## src/rtl/fsr_pkg.sv

```systemverilog
package fsr_pkg;

  typedef enum logic [1:0] {
    RM_ARRAY  = 2'd0,
    RM_STATUS = 2'd1,
    RM_ID     = 2'd2
  } rmode_t;

  typedef enum logic [2:0] {
    CK_NONE,
    CK_RD_ARRAY,
    CK_RD_STATUS,
    CK_CLR_STATUS,
    CK_RD_ID,
    CK_PROGRAM,
    CK_SECT_ERASE,
    CK_CHIP_ERASE
  } cmd_kind_t;

  localparam logic [7:0] OPC_RD_ARRAY   = 8'hFF;
  localparam logic [7:0] OPC_RD_STATUS  = 8'h70;
  localparam logic [7:0] OPC_CLR_STATUS = 8'h50;
  localparam logic [7:0] OPC_RD_ID      = 8'h90;
  localparam logic [7:0] OPC_PROGRAM    = 8'h41;
  localparam logic [7:0] OPC_SECT_ERASE = 8'h20;
  localparam logic [7:0] OPC_CHIP_ERASE = 8'h30;

  // status bits 7..4 after power-up / deep power-down exit (index 3 = bit 7)
  localparam logic [3:0] ST_RESET_VAL = 4'b1000;

  function automatic cmd_kind_t classify(input logic [7:0] b);
    cmd_kind_t k;
    case (b)
      OPC_RD_ARRAY:   k = CK_RD_ARRAY;
      OPC_RD_STATUS:  k = CK_RD_STATUS;
      OPC_CLR_STATUS: k = CK_CLR_STATUS;
      OPC_RD_ID:      k = CK_RD_ID;
      OPC_PROGRAM:    k = CK_PROGRAM;
      OPC_SECT_ERASE: k = CK_SECT_ERASE;
      OPC_CHIP_ERASE: k = CK_CHIP_ERASE;
      default:        k = CK_NONE;
    endcase
    return k;
  endfunction

endpackage

```

## src/rtl/fsr_cmd_decode.sv

```systemverilog
module fsr_cmd_decode
  import fsr_pkg::*;
(
  input  logic       clk,
  input  logic       rst_n,
  input  logic       cmd_valid,
  input  logic [7:0] cmd_byte,
  input  logic       prog_fail,
  input  logic       erase_fail,
  output rmode_t     mode,
  output logic       clr_fail,
  output logic       req_prog,
  output logic       req_serase,
  output logic       req_cerase
);

  cmd_kind_t kind;

  always_comb begin
    kind     = classify(cmd_byte);
    clr_fail = cmd_valid && (kind == CK_CLR_STATUS);
  end

  always_ff @(posedge clk or negedge rst_n) begin
    if (!rst_n) begin
      mode       <= RM_ARRAY;
      req_prog   <= 1'b0;
      req_serase <= 1'b0;
      req_cerase <= 1'b0;
    end else begin
      req_prog   <= 1'b0;
      req_serase <= 1'b0;
      req_cerase <= 1'b0;
      if (cmd_valid) begin
        case (kind)
          CK_RD_ARRAY:  mode <= RM_ARRAY;
          CK_RD_STATUS: mode <= RM_STATUS;
          CK_RD_ID:     mode <= RM_ID;
          CK_PROGRAM: begin
            mode     <= RM_STATUS;
            req_prog <= !prog_fail;
          end
          CK_SECT_ERASE: begin
            mode       <= RM_STATUS;
            req_serase <= !erase_fail;
          end
          CK_CHIP_ERASE: begin
            mode       <= RM_STATUS;
            req_cerase <= !erase_fail;
          end
          default: ;
        endcase
      end
    end
  end

  assert_req_onehot_R5: assert property (@(posedge clk) disable iff (!rst_n)
    $onehot0({req_prog, req_serase, req_cerase}));

  assert_prog_refused_R5: assert property (@(posedge clk) disable iff (!rst_n)
    req_prog |-> $past(!prog_fail));

  assert_erase_refused_R5: assert property (@(posedge clk) disable iff (!rst_n)
    (req_serase || req_cerase) |-> $past(!erase_fail));

  assert_mode_kept_R1: assert property (@(posedge clk) disable iff (!rst_n)
    !cmd_valid |=> $stable(mode));

endmodule

```

## src/rtl/fsr_status_reg.sv

```systemverilog
module fsr_status_reg
  import fsr_pkg::*;
#(
  parameter int N_BITS  = 4,
  parameter int N_WSMCL = 2
) (
  input  logic               clk,
  input  logic               rst_n,
  input  logic               dpd_exit,
  input  logic               clr_fail,
  input  logic [N_BITS-1:0]  wsm_set,
  input  logic [N_WSMCL-1:0] wsm_clr,
  output logic [N_BITS-1:0]  st
);

  localparam int FIRST_WSMCL = N_BITS - N_WSMCL;

  // index 0 = program fail (bit 4), 1 = erase fail (bit 5), 2..3 = bits 6..7
  for (genvar i = 0; i < N_BITS; i++) begin : g_bit
    logic drop;
    if (i >= FIRST_WSMCL) begin : g_wsm_clear
      assign drop = wsm_clr[i-FIRST_WSMCL];
    end else begin : g_sticky
      assign drop = clr_fail;
    end

    always_ff @(posedge clk or negedge rst_n) begin
      if (!rst_n)             st[i] <= ST_RESET_VAL[i];
      else if (dpd_exit)      st[i] <= ST_RESET_VAL[i];
      else if (wsm_set[i])    st[i] <= 1'b1;
      else if (drop)          st[i] <= 1'b0;
    end
  end

  assert_pfail_sticky_R3: assert property (@(posedge clk) disable iff (!rst_n)
    $fell(st[0]) |-> $past(clr_fail || dpd_exit));

  assert_efail_sticky_R3: assert property (@(posedge clk) disable iff (!rst_n)
    $fell(st[1]) |-> $past(clr_fail || dpd_exit));

  assert_efail_rise_R3: assert property (@(posedge clk) disable iff (!rst_n)
    $rose(st[1]) |-> $past(wsm_set[1]));

  assert_set_wins_R4: assert property (@(posedge clk) disable iff (!rst_n)
    (!dpd_exit && wsm_set[3] && wsm_clr[1]) |=> st[3]);

  assert_dpd_value_R10: assert property (@(posedge clk) disable iff (!rst_n)
    dpd_exit |=> (st == 4'b1000));

endmodule

```

## src/rtl/fsr_snapshot.sv

```systemverilog
module fsr_snapshot #(
  parameter int SB_W = 8
) (
  input  logic            clk,
  input  logic            rst_n,
  input  logic            ce_n,
  input  logic            oe_n,
  input  logic [SB_W-1:0] status_byte,
  output logic            rd_q,
  output logic [SB_W-1:0] snap
);

  logic rd_now;
  logic rd_start;

  always_comb begin
    rd_now   = !ce_n && !oe_n;
    rd_start = rd_now && !rd_q;
  end

  always_ff @(posedge clk or negedge rst_n) begin
    if (!rst_n) begin
      rd_q <= 1'b0;
      snap <= '0;
    end else begin
      rd_q <= rd_now;
      if (rd_start) snap <= status_byte;
    end
  end

  assert_snap_hold_R6: assert property (@(posedge clk) disable iff (!rst_n)
    (rd_q && $past(rd_q)) |-> $stable(snap));

  assert_read_tracks_R12: assert property (@(posedge clk) disable iff (!rst_n)
    (ce_n || oe_n) |=> !rd_q);

endmodule

```

## src/rtl/fsr_bus_fmt.sv

```systemverilog
module fsr_bus_fmt
  import fsr_pkg::*;
#(
  parameter int          DATA_W   = 16,
  parameter int          LO_W     = 8,
  parameter logic [15:0] MFR_CODE = 16'h00A7,
  parameter logic [15:0] DEV_CODE = 16'h22D4
) (
  input  rmode_t            mode,
  input  logic              rd_q,
  input  logic [LO_W-1:0]   snap,
  input  logic              byte_mode,
  input  logic              addr_lsb,
  input  logic [DATA_W-1:0] array_data,
  output logic [DATA_W-1:0] dq_out,
  output logic [DATA_W-1:0] dq_oe
);

  localparam int HI_W = DATA_W - LO_W;

  logic [DATA_W-1:0] word;
  logic [DATA_W-1:0] lane_en;

  always_comb begin
    case (mode)
      RM_STATUS: word = {{HI_W{1'b0}}, snap};
      RM_ID:     word = addr_lsb ? DEV_CODE[DATA_W-1:0] : MFR_CODE[DATA_W-1:0];
      default:   word = array_data;
    endcase
  end

  for (genvar l = 0; l < DATA_W; l++) begin : g_lane
    if (l < LO_W) begin : g_lo
      assign lane_en[l] = rd_q;
    end else begin : g_hi
      assign lane_en[l] = rd_q && !byte_mode;
    end
  end

  assign dq_oe  = lane_en;
  assign dq_out = word & lane_en;

  always_comb begin
    if (rd_q && mode == RM_STATUS)
      assert_status_low_lanes_R7: assert (dq_out[2:0] == 3'b000);
  end

endmodule

```

## src/rtl/flash_status_port.sv

```systemverilog
module flash_status_port
  import fsr_pkg::*;
#(
  parameter int          DATA_W   = 16,
  parameter logic [15:0] MFR_CODE = 16'h00A7,
  parameter logic [15:0] DEV_CODE = 16'h22D4
) (
  input  logic              clk,
  input  logic              rst_n,
  input  logic              dpd_exit,
  input  logic              cmd_valid,
  input  logic [7:0]        cmd_byte,
  input  logic [3:0]        wsm_set,
  input  logic [1:0]        wsm_clr,
  input  logic              sector_prot,
  output logic              req_prog,
  output logic              req_sector_erase,
  output logic              req_chip_erase,
  input  logic              ce_n,
  input  logic              oe_n,
  input  logic              byte_mode,
  input  logic              addr_lsb,
  input  logic [DATA_W-1:0] array_data,
  output logic [DATA_W-1:0] dq_out,
  output logic [DATA_W-1:0] dq_oe
);

  localparam int SB_W   = 8;
  localparam int N_ST   = 4;
  localparam int N_WSMC = 2;

  rmode_t          mode;
  logic            clr_fail;
  logic [N_ST-1:0] st;
  logic [SB_W-1:0] status_byte;
  logic            rd_q;
  logic [SB_W-1:0] snap;

  assign status_byte = {st, sector_prot, 3'b000};

  fsr_cmd_decode u_dec (
    .clk        (clk),
    .rst_n      (rst_n),
    .cmd_valid  (cmd_valid),
    .cmd_byte   (cmd_byte),
    .prog_fail  (st[0]),
    .erase_fail (st[1]),
    .mode       (mode),
    .clr_fail   (clr_fail),
    .req_prog   (req_prog),
    .req_serase (req_sector_erase),
    .req_cerase (req_chip_erase)
  );

  fsr_status_reg #(.N_BITS(N_ST), .N_WSMCL(N_WSMC)) u_st (
    .clk      (clk),
    .rst_n    (rst_n),
    .dpd_exit (dpd_exit),
    .clr_fail (clr_fail),
    .wsm_set  (wsm_set),
    .wsm_clr  (wsm_clr),
    .st       (st)
  );

  fsr_snapshot #(.SB_W(SB_W)) u_snap (
    .clk         (clk),
    .rst_n       (rst_n),
    .ce_n        (ce_n),
    .oe_n        (oe_n),
    .status_byte (status_byte),
    .rd_q        (rd_q),
    .snap        (snap)
  );

  fsr_bus_fmt #(
    .DATA_W   (DATA_W),
    .LO_W     (SB_W),
    .MFR_CODE (MFR_CODE),
    .DEV_CODE (DEV_CODE)
  ) u_fmt (
    .mode       (mode),
    .rd_q       (rd_q),
    .snap       (snap),
    .byte_mode  (byte_mode),
    .addr_lsb   (addr_lsb),
    .array_data (array_data),
    .dq_out     (dq_out),
    .dq_oe      (dq_oe)
  );

  assert_auto_status_R2: assert property (@(posedge clk) disable iff (!rst_n)
    (req_prog || req_sector_erase || req_chip_erase) |-> (mode == RM_STATUS));

endmodule

```

## config.mk

```make
export PLATFORM = sky130hd
export DESIGN_NAME = flash_status_port
export DESIGN_NICKNAME = d
export VERILOG_FILES = /design/src/rtl/fsr_pkg.sv /design/src/rtl/fsr_cmd_decode.sv /design/src/rtl/fsr_status_reg.sv /design/src/rtl/fsr_snapshot.sv /design/src/rtl/fsr_bus_fmt.sv /design/src/rtl/flash_status_port.sv
export SDC_FILE = /design/constraint.sdc
export NUM_CORES = 1
export LEC_CHECK = 0
export ABC_AREA = 0
export BUFFER_PORTS_ARGS = -buffer_cell sky130_fd_sc_hd__buf_4
export CORE_MARGIN = 5
export CORE_UTILIZATION = 44
export CTS_CLUSTER_DIAMETER = 100
export DETAILED_ROUTE_END_ITERATION = 10
export GPL_TIMING_DRIVEN = 0
export PLACE_DENSITY_LB_ADDON = 0.25
export SLEW_MARGIN = 5
export SYNTH_ARGS = -nofsm -noshare
export SYNTH_HDL_FRONTEND = slang
export SYNTH_HIERARCHICAL = 1
export SYNTH_SLANG_ARGS = --single-unit
```

## constraint.sdc

```tcl
create_clock -name clk -period 1.44 [get_ports clk]
set_input_delay 0.072 -clock clk [delete_from_list [all_inputs] [get_ports clk]]
set_output_delay 0.072 -clock clk [all_outputs]
set_load 0.02 [all_outputs]
```

==> metrics.yaml <==
clk_root_buffer_cell: "clkbuf_4"
grt_pass1_vias: 1386
clockBufferDepth: 2
vias: 1404
yosysUniqueCellTypes: 38
yosys_register_bits: 18
grt_start_max_net_pins: 19
p_comb_share_pct: 55.5
dp.cells: 246
totalWireLength_um: 4254
syn_area_per_cell_um2: 9.035
violations: "setup timing"
viasPerCell: 5.318
drcViolationCount: 0
worst-path-buf-inv: 3
start_util_pct: 45.87
ant_nets: 0
synth_cells: 140
critPathMostFrequentCell: "buf_4"
drt_iter0_drc: 58
fin_worst_skew_ns: 0.003787
clock-sinks: 18
drv_slew: 0
fin_nets: 275
power_leakage_nw: 1.062
yosysWarnings: 6
dieArea_mm2: 0.004048
startpoint_type: "flip-flop"
cp_top_family: "buffers and inverters"
required_ns: 1.37
grt-ovfl-total: 0
post_drt_wl_per_cell_um: 16.11
wirelength_met1_um: 1555
power_density_mw_per_mm2: 952.1
hold_class: "primary input to flip-flop"
final_common_cell: "buf_4"
cts_tree: "yes"
top_layer: "met4"
wl_met3_um: 388
p_switching_w: 0.0007687
slowest_delay_ns: 0.39
grt_pass1_wl_um: 6541
clk_pin_slew_ns: 0.10
cp-startpoint: "u_dec/mode[0]"
hpwl_um: 2816
synth_edf_count: 0
critPathKind: "flip-flop to primary output"
synth-async-reset-ratio_pct: 100.0
cp_cell_sequence: "buf_4 -> ha_1 -> buf_6 -> a211oi_2 -> nor3_2 -> buf_4"
period_share_pct: 118.3
grtUsageTotal_pct: 19.62
swShare_pct: 36.94
cts_buffers: 3
status: "finished with violations"
setup_viol: 16
worst_slack_ns: -0.2640
final_cell_mix: "84 x buf_4, 16 x dfrtp_1, 12 x nand2_1, 11 x buf_6, 11 x inv_1"
critPathSlowestCell: "dfrtp_1"
clkPwrFrac_pct: 14.7
rows: 19
htree_levels: 1
place.port_buffers: 73
hold_viol_final: 0
fp.coreArea_mm2: 0.002758
max_cap_violations: 0
antenna_found_initial: 0
dr_wl_met2_um: 2256
yosysSeqAreaShare_pct: 35.71
crit_arrival_ns: 1.63
path_max_fanout: 8
area_delta_synth_final_pct: 72.80
min_from: "wsm_set[2]"
clkLatencyLatePin_ns: 0.29
io_pins: 74
die_h_um: 63.62
dr.pass1.iters: 5
max-vdd-ir-drop_uv: 919.1
gp_congestion: 0.8523
die_w_um: 63.62
rsz0062_at_grt: "true"
p_int_w: 0.001312
layout_min_cycle_time_ns: 1.704
max_freq_ghz: 0.5869
fin_cells: 264
syn-cell-area_mm2: 0.001265
synth-main-ff-cell: "dfrtp_1"
sequentialPowerShare_pct: 29.8
drive_above_1_share_pct: 60.94
timing.setup.tns_ns: -3.629
worstSetupEndpointType: "primary output"
diodes: 0
r2r-start: "u_snap/rd_q"
[sequential cells by signal, indices dropped and copies added (netlist names)]
signal and cells:
u_snap/snap 8, u_snap/rd_q 1, u_dec/req_serase 1, u_st/st 4, u_dec/req_prog 1, u_dec/req_cerase 1
u_dec/mode 2
[metrics by stage]
stage / power, W / worst slack, ns / hold slack [ns] / area (µm²) / util [%]
after floorplan: 0.001211 / -0.1350 / -0.2236 / 1315 / -
after global placement: 0.001487 / -0.07190 / -0.05607 / 1902 / 68.97
after detailed placement: 0.001516 / -0.1094 / -0.04971 / 1902 / 68.97
after global routing: 0.002189 / -0.3686 / 0.009466 / 2186 / 79.27
after CTS: 0.002018 / -0.2860 / 0.003644 / 2146 / 77.81
final: 0.002081 / -0.2640 / 0.006475 / 2186 / 79.27
[routing by layer]
metal	vias to the layer above	track usage (%)
li1	658	-
met1	663	22.44
met2	75	36.55
met3	8	4.085
met4	0	4.675
met5	-	0
[cells in the mapped netlist, types with 2 or more instances]
cell type,instances,area [µm²]
nand2b_1,8,50.05
mux2_2,8,90.09
dfrtp_1,17,425.4
o21ai_0,4,20.02
ha_1,2,25.02
a311oi_1,3,26.28
nor4_1,2,12.51
buf_4,15,112.6
nor2b_1,7,43.79
a21oi_1,8,40.04
nor2_1,2,7.510
nand2_1,12,45.04
a211oi_1,3,22.52
and2_1,6,37.54
nor3_1,7,35.03
nand3b_1,2,15.01
a221oi_1,2,17.52
inv_1,12,45.04
[path summary, 6_finish.rpt]
check / slack [ns] / cells after the start / endpoint
max in group asynchronous: 1.00 / 2 / u_st/st[3]
worst min-delay path: 0.006 / 3 / u_st/st[2]
min in group asynchronous: 0.18 / 2 / u_snap/snap[4]
worst max register to register: 0.01 / 4 / u_snap/snap[6]
worst min register to register: 0.49 / 1 / u_dec/req_prog
worst max-delay path: -0.26 / 6 / dq_out[7]
[worst register-to-register path, delay by kind of cell, from the launching register on]
family | cells | cell delay, ns
DFF | 1 | 0.46
and+or+nand+nor | 1 | 0.22
buffers and inverters | 2 | 0.31
muxes | 1 | 0.33
[layout make-up]
| cell class | count | area, µm² |
|---|---|---|
| Tap cell | 31 | 38.79 |
| Clock buffer | 4 | 36.28 |
| Timing Repair Buffer | 87 | 713.2 |
| Fill cell | 181 | 571.8 |
| Inverter | 13 | 53.80 |
| Buffer | 17 | 135.1 |
| Multi-Input combinational cell | 94 | 755.7 |
| Sequential cell | 18 | 452.9 |
[cell families (layout without fill, tap and decap cells)]
kind of cell             count (synthesis)  after routing  share of synthesized area [%]
AO/OA/AOI/OAI                           26             26                          14.24
XOR/XNOR                                 1              1                         0.6925
adder cells (fa/ha/maj)                  2              2                          1.978
buffers and inverters                   30            121                          14.24
flip-flops                              18             18                          35.71
multiplexers                             8              8                          7.122
other                                    1              3                         0.2965
AND/OR/NAND/NOR                         54             54                          25.72
[power by group through the flow]
stage | logic (W) | clock network (W) | registers (W)
floorplan | 0.000598 | 0 | 0.000613
global placement | 0.000863 | 0 | 0.000624
detailed placement | 0.000888 | 0 | 0.000629
CTS | 0.00108 | 0.000315 | 0.000619
global route | 0.00122 | 0.000336 | 0.000632
finish | 0.00116 | 0.000305 | 0.000620
[repair_timing]
item	CTS	global route
pin swaps	11	6
setup buffers	5	1
cloned	1	0
resized for setup	27	6
setup endpoints to repair	24	29
endpoints found under the hold margin	23	0
hold buffers	7	0
Note: power is estimated with default switching activity, not from simulation.
